$ cat config.mk
export PLATFORM = sky130hd
export DESIGN_NAME = otp_cmd_engine
export DESIGN_NICKNAME = d
export VERILOG_FILES = /design/src/rtl/otp_pkg.sv /design/src/rtl/otp_crc16.sv /design/src/rtl/otp_store.sv /design/src/rtl/otp_cmd_engine.sv
export SDC_FILE = /design/constraint.sdc
export NUM_CORES = 2
export LEC_CHECK = 0
export BUFFER_PORTS_ARGS = -buffer_cell sky130_fd_sc_hd__buf_2
export CORE_ASPECT_RATIO = 1.1
export CORE_MARGIN = 10
export CORE_UTILIZATION = 40
export CTS_BUF_LIST = sky130_fd_sc_hd__clkbuf_8
export DETAILED_ROUTE_END_ITERATION = 12
export PLACE_DENSITY_LB_ADDON = 0.2
export SYNTH_ARGS = -nofsm -noshare
export SYNTH_HDL_FRONTEND = slang
export SYNTH_SLANG_ARGS = --single-unit
$ cat constraint.sdc
create_clock -name clk -period 12.3 [get_ports clk]
set_input_delay 3.69 -clock clk [delete_from_list [all_inputs] [get_ports clk]]
set_output_delay 3.69 -clock clk [all_outputs]
set_load 0.1 [all_outputs]
$ cat src/rtl/otp_pkg.sv
package otp_pkg;

    localparam logic [7:0] CMD_RD_DATA = 8'hF0;
    localparam logic [7:0] CMD_WR_DATA = 8'h0F;
    localparam logic [7:0] CMD_RD_STAT = 8'hAA;
    localparam logic [7:0] CMD_WR_STAT = 8'h55;

    // reflected form of x^16 + x^15 + x^2 + 1
    localparam logic [15:0] CRC_POLY_REFL = 16'hA001;

    typedef enum logic [3:0] {
        ST_IDLE,
        ST_ADDR_LO,
        ST_ADDR_HI,
        ST_HDR_CRC,
        ST_RD_DATA,
        ST_RD_CRC,
        ST_WR_DATA,
        ST_WR_CRC,
        ST_WAIT_PROG,
        ST_VERIFY,
        ST_DONE
    } eng_state_t;

    typedef enum logic [1:0] {
        CRC_HOLD,
        CRC_CLEAR,
        CRC_SHIFT,
        CRC_LOAD
    } crc_op_t;

    typedef struct packed {
        logic is_write;
        logic is_status;
    } cmd_kind_t;

    function automatic logic cmd_known(input logic [7:0] b);
        return (b == CMD_RD_DATA) || (b == CMD_WR_DATA) ||
               (b == CMD_RD_STAT) || (b == CMD_WR_STAT);
    endfunction

    function automatic cmd_kind_t cmd_decode(input logic [7:0] b);
        cmd_kind_t k;
        k.is_write  = (b == CMD_WR_DATA) || (b == CMD_WR_STAT);
        k.is_status = (b == CMD_RD_STAT) || (b == CMD_WR_STAT);
        return k;
    endfunction

    // one byte through the CRC, least significant bit first
    function automatic logic [15:0] crc16_byte(input logic [15:0] c, input logic [7:0] b);
        logic [15:0] r;
        r = c;
        for (int i = 0; i < 8; i++) begin
            if (r[0] ^ b[i]) r = (r >> 1) ^ CRC_POLY_REFL;
            else             r = r >> 1;
        end
        return r;
    endfunction

endpackage

$ cat src/rtl/otp_crc16.sv
module otp_crc16
    import otp_pkg::*;
(
    input  logic        clk,
    input  logic        rst,
    input  crc_op_t     op,
    input  logic [7:0]  din,
    output logic [15:0] crc_q
);

    always_ff @(posedge clk) begin
        if (rst) begin
            crc_q <= 16'h0000;
        end else begin
            unique case (op)
                CRC_CLEAR: crc_q <= 16'h0000;
                CRC_SHIFT: crc_q <= crc16_byte(crc_q, din);
                CRC_LOAD:  crc_q <= {8'h00, din};
                default:   crc_q <= crc_q;
            endcase
        end
    end

endmodule

$ cat src/rtl/otp_store.sv
module otp_store #(
    parameter int DATA_BYTES = 192,
    parameter int STAT_BYTES = 8,
    parameter int STAT_WR    = 7,
    parameter int STAT_BASE  = 256
) (
    input  logic        clk,
    input  logic        rst,
    input  logic        sel_stat,
    input  logic [15:0] addr,
    input  logic        prog_en,
    input  logic [7:0]  prog_byte,
    output logic [7:0]  rd_byte
);

    localparam int TOTAL = DATA_BYTES + STAT_BYTES;
    localparam int IDXW  = $clog2(TOTAL);

    logic [7:0]      mem_q [TOTAL];
    logic [15:0]     stat_off;
    logic            in_data;
    logic            in_stat;
    logic            hit;
    logic            writable;
    logic [IDXW-1:0] idx;

    always_comb begin
        stat_off = addr - 16'(STAT_BASE);
        in_data  = !sel_stat && (addr < 16'(DATA_BYTES));
        in_stat  = sel_stat && (addr >= 16'(STAT_BASE)) && (stat_off < 16'(STAT_BYTES));
        hit      = in_data || in_stat;
        writable = in_data || (in_stat && (stat_off < 16'(STAT_WR)));
        if (in_stat) idx = IDXW'(stat_off) + IDXW'(DATA_BYTES);
        else         idx = addr[IDXW-1:0];
        rd_byte  = hit ? mem_q[idx] : 8'hFF;
    end

    for (genvar i = 0; i < TOTAL; i++) begin : g_cell
        always_ff @(posedge clk) begin
            if (rst)
                mem_q[i] <= 8'hFF;
            else if (prog_en && writable && (idx == IDXW'(i)))
                mem_q[i] <= mem_q[i] & prog_byte;
        end

        // a cell may only lose ones when programmed
        p_only_clear_r3: assert property (@(posedge clk) disable iff (rst)
            prog_en |=> ((mem_q[i] | $past(mem_q[i])) == $past(mem_q[i])));

        // without a programming request nothing moves
        p_hold_unless_prog_r9: assert property (@(posedge clk) disable iff (rst)
            !prog_en |=> $stable(mem_q[i]));
    end

endmodule

$ cat src/rtl/otp_cmd_engine.sv
module otp_cmd_engine
    import otp_pkg::*;
#(
    parameter int DATA_BYTES = 192,
    parameter int STAT_BYTES = 8,
    parameter int STAT_WR    = 7,
    parameter int STAT_BASE  = 256
) (
    input  logic       clk,
    input  logic       rst,
    input  logic       bus_rst,
    input  logic       rx_valid,
    input  logic [7:0] rx_byte,
    input  logic       tx_req,
    output logic       tx_valid,
    output logic [7:0] tx_byte,
    input  logic       prog_strobe
);

    localparam logic [15:0] DATA_END = 16'(DATA_BYTES - 1);
    localparam logic [15:0] STAT_LO  = 16'(STAT_BASE);
    localparam logic [15:0] STAT_END = 16'(STAT_BASE + STAT_BYTES - 1);

    eng_state_t  state_q, state_d;
    cmd_kind_t   kind_q, kind_d;
    logic [15:0] addr_q, addr_d;
    logic [15:0] addr_next;
    logic [15:0] hi_addr;
    logic [15:0] field_end;
    logic [7:0]  buf_q, buf_d;
    logic        half_q, half_d;
    logic [7:0]  crc_sel;
    logic [7:0]  tx_out;
    logic        prog_en;
    crc_op_t     crc_op;
    logic [7:0]  crc_din;
    logic [15:0] crc_q;
    logic [7:0]  rd_byte;

    function automatic logic start_ok(input logic st, input logic [15:0] a);
        if (st) return (a >= STAT_LO) && (a <= STAT_END);
        return a <= DATA_END;
    endfunction

    otp_crc16 crc_i (
        .clk   (clk),
        .rst   (rst),
        .op    (crc_op),
        .din   (crc_din),
        .crc_q (crc_q)
    );

    otp_store #(
        .DATA_BYTES (DATA_BYTES),
        .STAT_BYTES (STAT_BYTES),
        .STAT_WR    (STAT_WR),
        .STAT_BASE  (STAT_BASE)
    ) store_i (
        .clk       (clk),
        .rst       (rst),
        .sel_stat  (kind_q.is_status),
        .addr      (addr_q),
        .prog_en   (prog_en),
        .prog_byte (buf_q),
        .rd_byte   (rd_byte)
    );

    always_comb begin
        state_d   = state_q;
        kind_d    = kind_q;
        addr_d    = addr_q;
        buf_d     = buf_q;
        half_d    = half_q;
        crc_op    = CRC_HOLD;
        crc_din   = 8'h00;
        tx_out    = 8'hFF;
        prog_en   = 1'b0;
        addr_next = addr_q + 16'd1;
        hi_addr   = {rx_byte, addr_q[7:0]};
        field_end = kind_q.is_status ? STAT_END : DATA_END;
        crc_sel   = half_q ? crc_q[15:8] : crc_q[7:0];

        if (bus_rst) begin
            state_d = ST_IDLE;
            half_d  = 1'b0;
            crc_op  = CRC_CLEAR;
        end else begin
            unique case (state_q)
                ST_IDLE: begin
                    if (rx_valid && cmd_known(rx_byte)) begin
                        kind_d  = cmd_decode(rx_byte);
                        crc_op  = CRC_SHIFT;
                        crc_din = rx_byte;
                        state_d = ST_ADDR_LO;
                    end
                end
                ST_ADDR_LO: begin
                    if (rx_valid) begin
                        addr_d[7:0] = rx_byte;
                        crc_op      = CRC_SHIFT;
                        crc_din     = rx_byte;
                        state_d     = ST_ADDR_HI;
                    end
                end
                ST_ADDR_HI: begin
                    if (rx_valid) begin
                        addr_d  = hi_addr;
                        crc_din = rx_byte;
                        if (kind_q.is_write) begin
                            crc_op  = CRC_SHIFT;
                            state_d = ST_WR_DATA;
                        end else if (kind_q.is_status) begin
                            crc_op  = CRC_SHIFT;
                            state_d = ST_HDR_CRC;
                        end else begin
                            crc_op  = CRC_CLEAR;
                            state_d = start_ok(1'b0, hi_addr) ? ST_RD_DATA : ST_DONE;
                        end
                    end
                end
                ST_HDR_CRC: begin
                    if (tx_req) begin
                        tx_out = crc_sel;
                        half_d = !half_q;
                        if (half_q) begin
                            crc_op  = CRC_CLEAR;
                            state_d = start_ok(1'b1, addr_q) ? ST_RD_DATA : ST_DONE;
                        end
                    end
                end
                ST_RD_DATA: begin
                    if (tx_req) begin
                        tx_out  = rd_byte;
                        crc_op  = CRC_SHIFT;
                        crc_din = rd_byte;
                        if (addr_q == field_end) state_d = ST_RD_CRC;
                        else                     addr_d  = addr_next;
                    end
                end
                ST_RD_CRC: begin
                    if (tx_req) begin
                        tx_out = crc_sel;
                        half_d = !half_q;
                        if (half_q) state_d = ST_DONE;
                    end
                end
                ST_WR_DATA: begin
                    if (rx_valid) begin
                        buf_d   = rx_byte;
                        crc_op  = CRC_SHIFT;
                        crc_din = rx_byte;
                        state_d = ST_WR_CRC;
                    end
                end
                ST_WR_CRC: begin
                    if (tx_req) begin
                        tx_out = crc_sel;
                        half_d = !half_q;
                        if (half_q) state_d = ST_WAIT_PROG;
                    end
                end
                ST_WAIT_PROG: begin
                    if (prog_strobe) begin
                        prog_en = 1'b1;
                        state_d = ST_VERIFY;
                    end
                end
                ST_VERIFY: begin
                    if (tx_req) begin
                        tx_out  = rd_byte;
                        addr_d  = addr_next;
                        crc_op  = CRC_LOAD;
                        crc_din = addr_next[7:0];
                        state_d = ST_WR_DATA;
                    end
                end
                default: ;
            endcase
        end
    end

    always_ff @(posedge clk) begin
        if (rst) begin
            state_q  <= ST_IDLE;
            kind_q   <= '0;
            addr_q   <= 16'h0000;
            buf_q    <= 8'hFF;
            half_q   <= 1'b0;
            tx_valid <= 1'b0;
            tx_byte  <= 8'hFF;
        end else begin
            state_q  <= state_d;
            kind_q   <= kind_d;
            addr_q   <= addr_d;
            buf_q    <= buf_d;
            half_q   <= half_d;
            tx_valid <= tx_req;
            if (tx_req) tx_byte <= tx_out;
        end
    end

    // once the sequence is spent, only filler ones come out
    p_done_ones_r7: assert property (@(posedge clk) disable iff (rst)
        (state_q == ST_DONE && tx_req && !bus_rst) |=> (tx_byte == 8'hFF));

    // a bus reset always lands in the command wait
    p_bus_reset_idle_r11: assert property (@(posedge clk) disable iff (rst)
        bus_rst |=> (state_q == ST_IDLE));

    // verify read moves the address by exactly one
    p_addr_step_r5: assert property (@(posedge clk) disable iff (rst)
        (state_q == ST_VERIFY && tx_req && !bus_rst) |=> (addr_q == $past(addr_q) + 16'd1));

    // the CRC register is re-seeded from the new address low byte
    p_reseed_r6: assert property (@(posedge clk) disable iff (rst)
        (state_q == ST_VERIFY && tx_req && !bus_rst) |=> (crc_q == {8'h00, addr_q[7:0]}));

    // programming only ever happens from the wait state
    p_prog_from_wait_r9: assert property (@(posedge clk) disable iff (rst)
        (prog_strobe && state_q != ST_WAIT_PROG) |=> (state_q != ST_VERIFY || $past(state_q) == ST_VERIFY));

endmodule

==> flow_summary.yaml <==
routing:
  drt_iter0_markers: 6616
  drc: 0
  met1_length_um: 109400
  ant_nets: 0
  dr_wl_met3_um: 25010
  firstDrtPassIters: 6
  wirelength_um: 268000
  route.vias.total: 57524
  wl_per_cell_um: 27.21
  routed.top_layer: "met4"
  wl_met2_um: 122000
  vias_per_cell: 5.841
clock_network:
  cts_hold_buffers: 0
  clock_latency_ns: 1.09
  clk_pin_slew_worst_paths_ns: 0.07
  cts_buffers: 293
  clockBufferDepth: 4
  cts_root_buf: "clkbuf_8"
  htree_levels: 5
  cts.sinks: 1656
  post_cts_resized: 0
  cts_tree: "yes"
  cts_setup_buffers: 0
setup_path:
  rr_endpoint: "crc_i.crc_q[0]"
  reg2reg_from: "addr_q[1]"
  critPathCaptureType: "register"
  cp.arrival_ns: 7.78
  cp.required_ns: 13.28
  rr_worst_depth: 13
  critPathMaxFanout: 42
  cp-start-kind: "register"
  r2r_slack_ns: 5.50
  crit_type: "register to register"
timing:
  tightest_slew_ns: 1.345
  rsz0062_at_grt: "no"
  hold_viol: 0
  period_needed_ns: 6.801
  fin_crit_sh_pct: 55.29
  skew_ns: 0.07358
  slew_headroom_pct: 9.750
  tns_ns: 0
  setup_violations: 0
  drv_slew: 0
  max_freq_mhz: 147.0
yosys:
  synth_ff_type: "edfxtp_1"
  ys_types: 98
  seq_area_frac_synth_pct: 60.38
  yosysTopAreaCellShare_pct: 59.00
  yosysMostFrequentCell: "nand2_1"
  yosys.area_share.simple_pct: 17.05
  netlist_top_cells_count: "3,041 x nand2_1, 1,600 x edfxtp_1, 341 x clkbuf_1"
  async_reset_ff_share_pct: 0
  syn_inst: 6986
  synth_compound_area_share_pct: 6.478
  synth-xor-area-share_pct: 0.3626
  synth_edf_count: 1600
  ys_seq_elements: 1656
  synth_warnings: 0
  netlist_area_um2: 81430
  synth_nets: 7007
  syn_avg_cell_area_um2: 11.66
  synth_top_family_by_area: "simple AND/OR/NAND/NOR gates"
  synthMuxAreaShare_pct: 12.52
  synth-adder-area-share_pct: 0.1076
  synthTopCellsByArea: "edfxtp_1 59%, nand2_1 14%, mux4_2 9.2%"
  yosysTopAreaCell: "edfxtp_1"
global_route:
  grt_overflow: 0
  antenna_found_initial: 2
  track_usage_pct: 23.39
  grt_start_max_net_pins: 123
  grt_pass1_vias: 55467
  grt_pass1_wl_um: 391000
power:
  leakage_nw: 30.07
  power_density_nw_per_um2: 140.6
  ir_drop_v: 0.0001175
floorplanning:
  initial_core_util_pct: 40.28
  die_w_um: 450.2
  boundaryPins: 23
  rows: 173
  coreArea_um2: 202200
  die_height_um: 493.2
  die_area_um2: 222100
final_layout:
  multi_input_area_um2: 29830
  fillCellCount: 19045
  fin_util_pct: 43.82
  nets: 6954
  drive_gt1_share_pct: 12.57
  area_growth_pct: 8.778
  seq_area_um2: 49220
hold_path:
  hold_depth: 2
  min-delay-start: "tx_byte[6]"
  hold_path_end: "tx_byte[6]"
  hp-class: "register to register"
job:
  cap_viol_max_count: 0
place:
  gp_congestion: 0.8773
  io_buffers: 22
  dp.final_hpwl_um: 169900
status:
  outcome: "finished, final reports clean"
## how the worst max path moves through the flow
| stage | startpoint | end |
|---|---|---|
| floorplan | rx_byte[4] | crc_i.crc_q[0] |
| global placement | rx_byte[4] | crc_i.crc_q[0] |
| detailed placement | rx_byte[4] | crc_i.crc_q[0] |
| CTS | addr_q[1] | crc_i.crc_q[0] |
| global route | addr_q[1] | crc_i.crc_q[0] |
| finish | addr_q[1] | crc_i.crc_q[0] |
## per-layer routing
| metal | vias to the layer above | track usage [%] |
|---|---|---|
| li1 | 24849 | - |
| met3 | 520 | 4.900 |
| met2 | 3077 | 36.42 |
| met4 | 0 | 9.652 |
| met5 | - | 0 |
| met1 | 29078 | 31.88 |
## area by class of cell
type                       count  share of cell area [%]
clock inverter               192                   1.079
antenna                        2                0.005650
inverter                      10                 0.04237
timing repair buffer         119                   1.069
multi-input combinational   4853                   33.67
clock buffer                 305                   4.739
sequential                  1656                   55.56
tap                         2712                   3.831
## layout by cell type (no fill, tap or decap), drive strengths merged, types with 8 or more instances in the layout
master,count
nand2,3042
edfxtp,1600
mux4,359
clkbuf,306
nor2,261
o21bai,201
mux2i,189
a21o,163
buf,118
inv,107
a22oi,101
clkinv,84
a21oi,79
nand3,69
dfxtp,56
o21ai,34
nor3,26
nor2b,26
or2,23
nand2b,19
a221oi,19
o22ai,18
nand4,17
xnor2,16
and3,13
a22o,13
or3,12
a31oi,12
mux2,11
a211oi,11
and2,11
a211o,9
o31ai,8
nor4,8
## state kept, by name, indices dropped and copies added (netlist names)
signal         flops
half_q             1
tx_valid           1
store_i.mem_q   1600
kind_q             2
addr_q            16
tx_byte            8
buf_q              8
crc_i.crc_q       16
state_q            4
## worst max-delay path, stage by stage, from the launching register on
cell      delay (ns)
dfxtp_4         0.87
buf_4           0.73
buf_4           0.72
mux4_2          0.39
a22oi_1         0.17
a21boi_0        0.82
nor4_1          0.27
o41ai_1         0.90
a21oi_1         0.24
xnor2_1         0.43
xnor2_1         0.19
xor3_2          0.33
xor3_1          0.36
a21boi_1        0.15
## where the power goes
group	switching, mW	leakage, nW	total (mW)	internal, mW
combinational	1.02	15.8	1.43	0.408
clock	2.35	3.00	4.78	2.43
sequential	0.0685	11.3	6.24	6.17
total	3.44	30.1	12.5	9.01
## kinds of logic (layout without fill, tap and decap cells)
group | after synthesis | after routing
other cells | 0 | 2
flops | 1656 | 1656
xor+xnor | 26 | 26
compound gates | 720 | 720
mux | 559 | 559
simple gates | 3541 | 3541
buf+inv | 477 | 626
fa+ha+maj | 7 | 7
## stage by stage
stage          power (mW)  cell area, um^2  instances  worst slack (ns)  hold slack (ns)
6_report            12.46            88580       9849             5.499           0.4855
5_1_grt             12.85            88580       9848             5.334           0.5095
4_1_cts             12.51            88580       9847             5.529           0.4893
2_1_floorplan       7.272            81430       6986             5.247           0.4451
3_5_place_dp        7.757            83420       9350             4.694           0.4748
3_3_place_gp        7.759            83420       9350             4.622           0.4669
(Power assumes the default switching activity.)
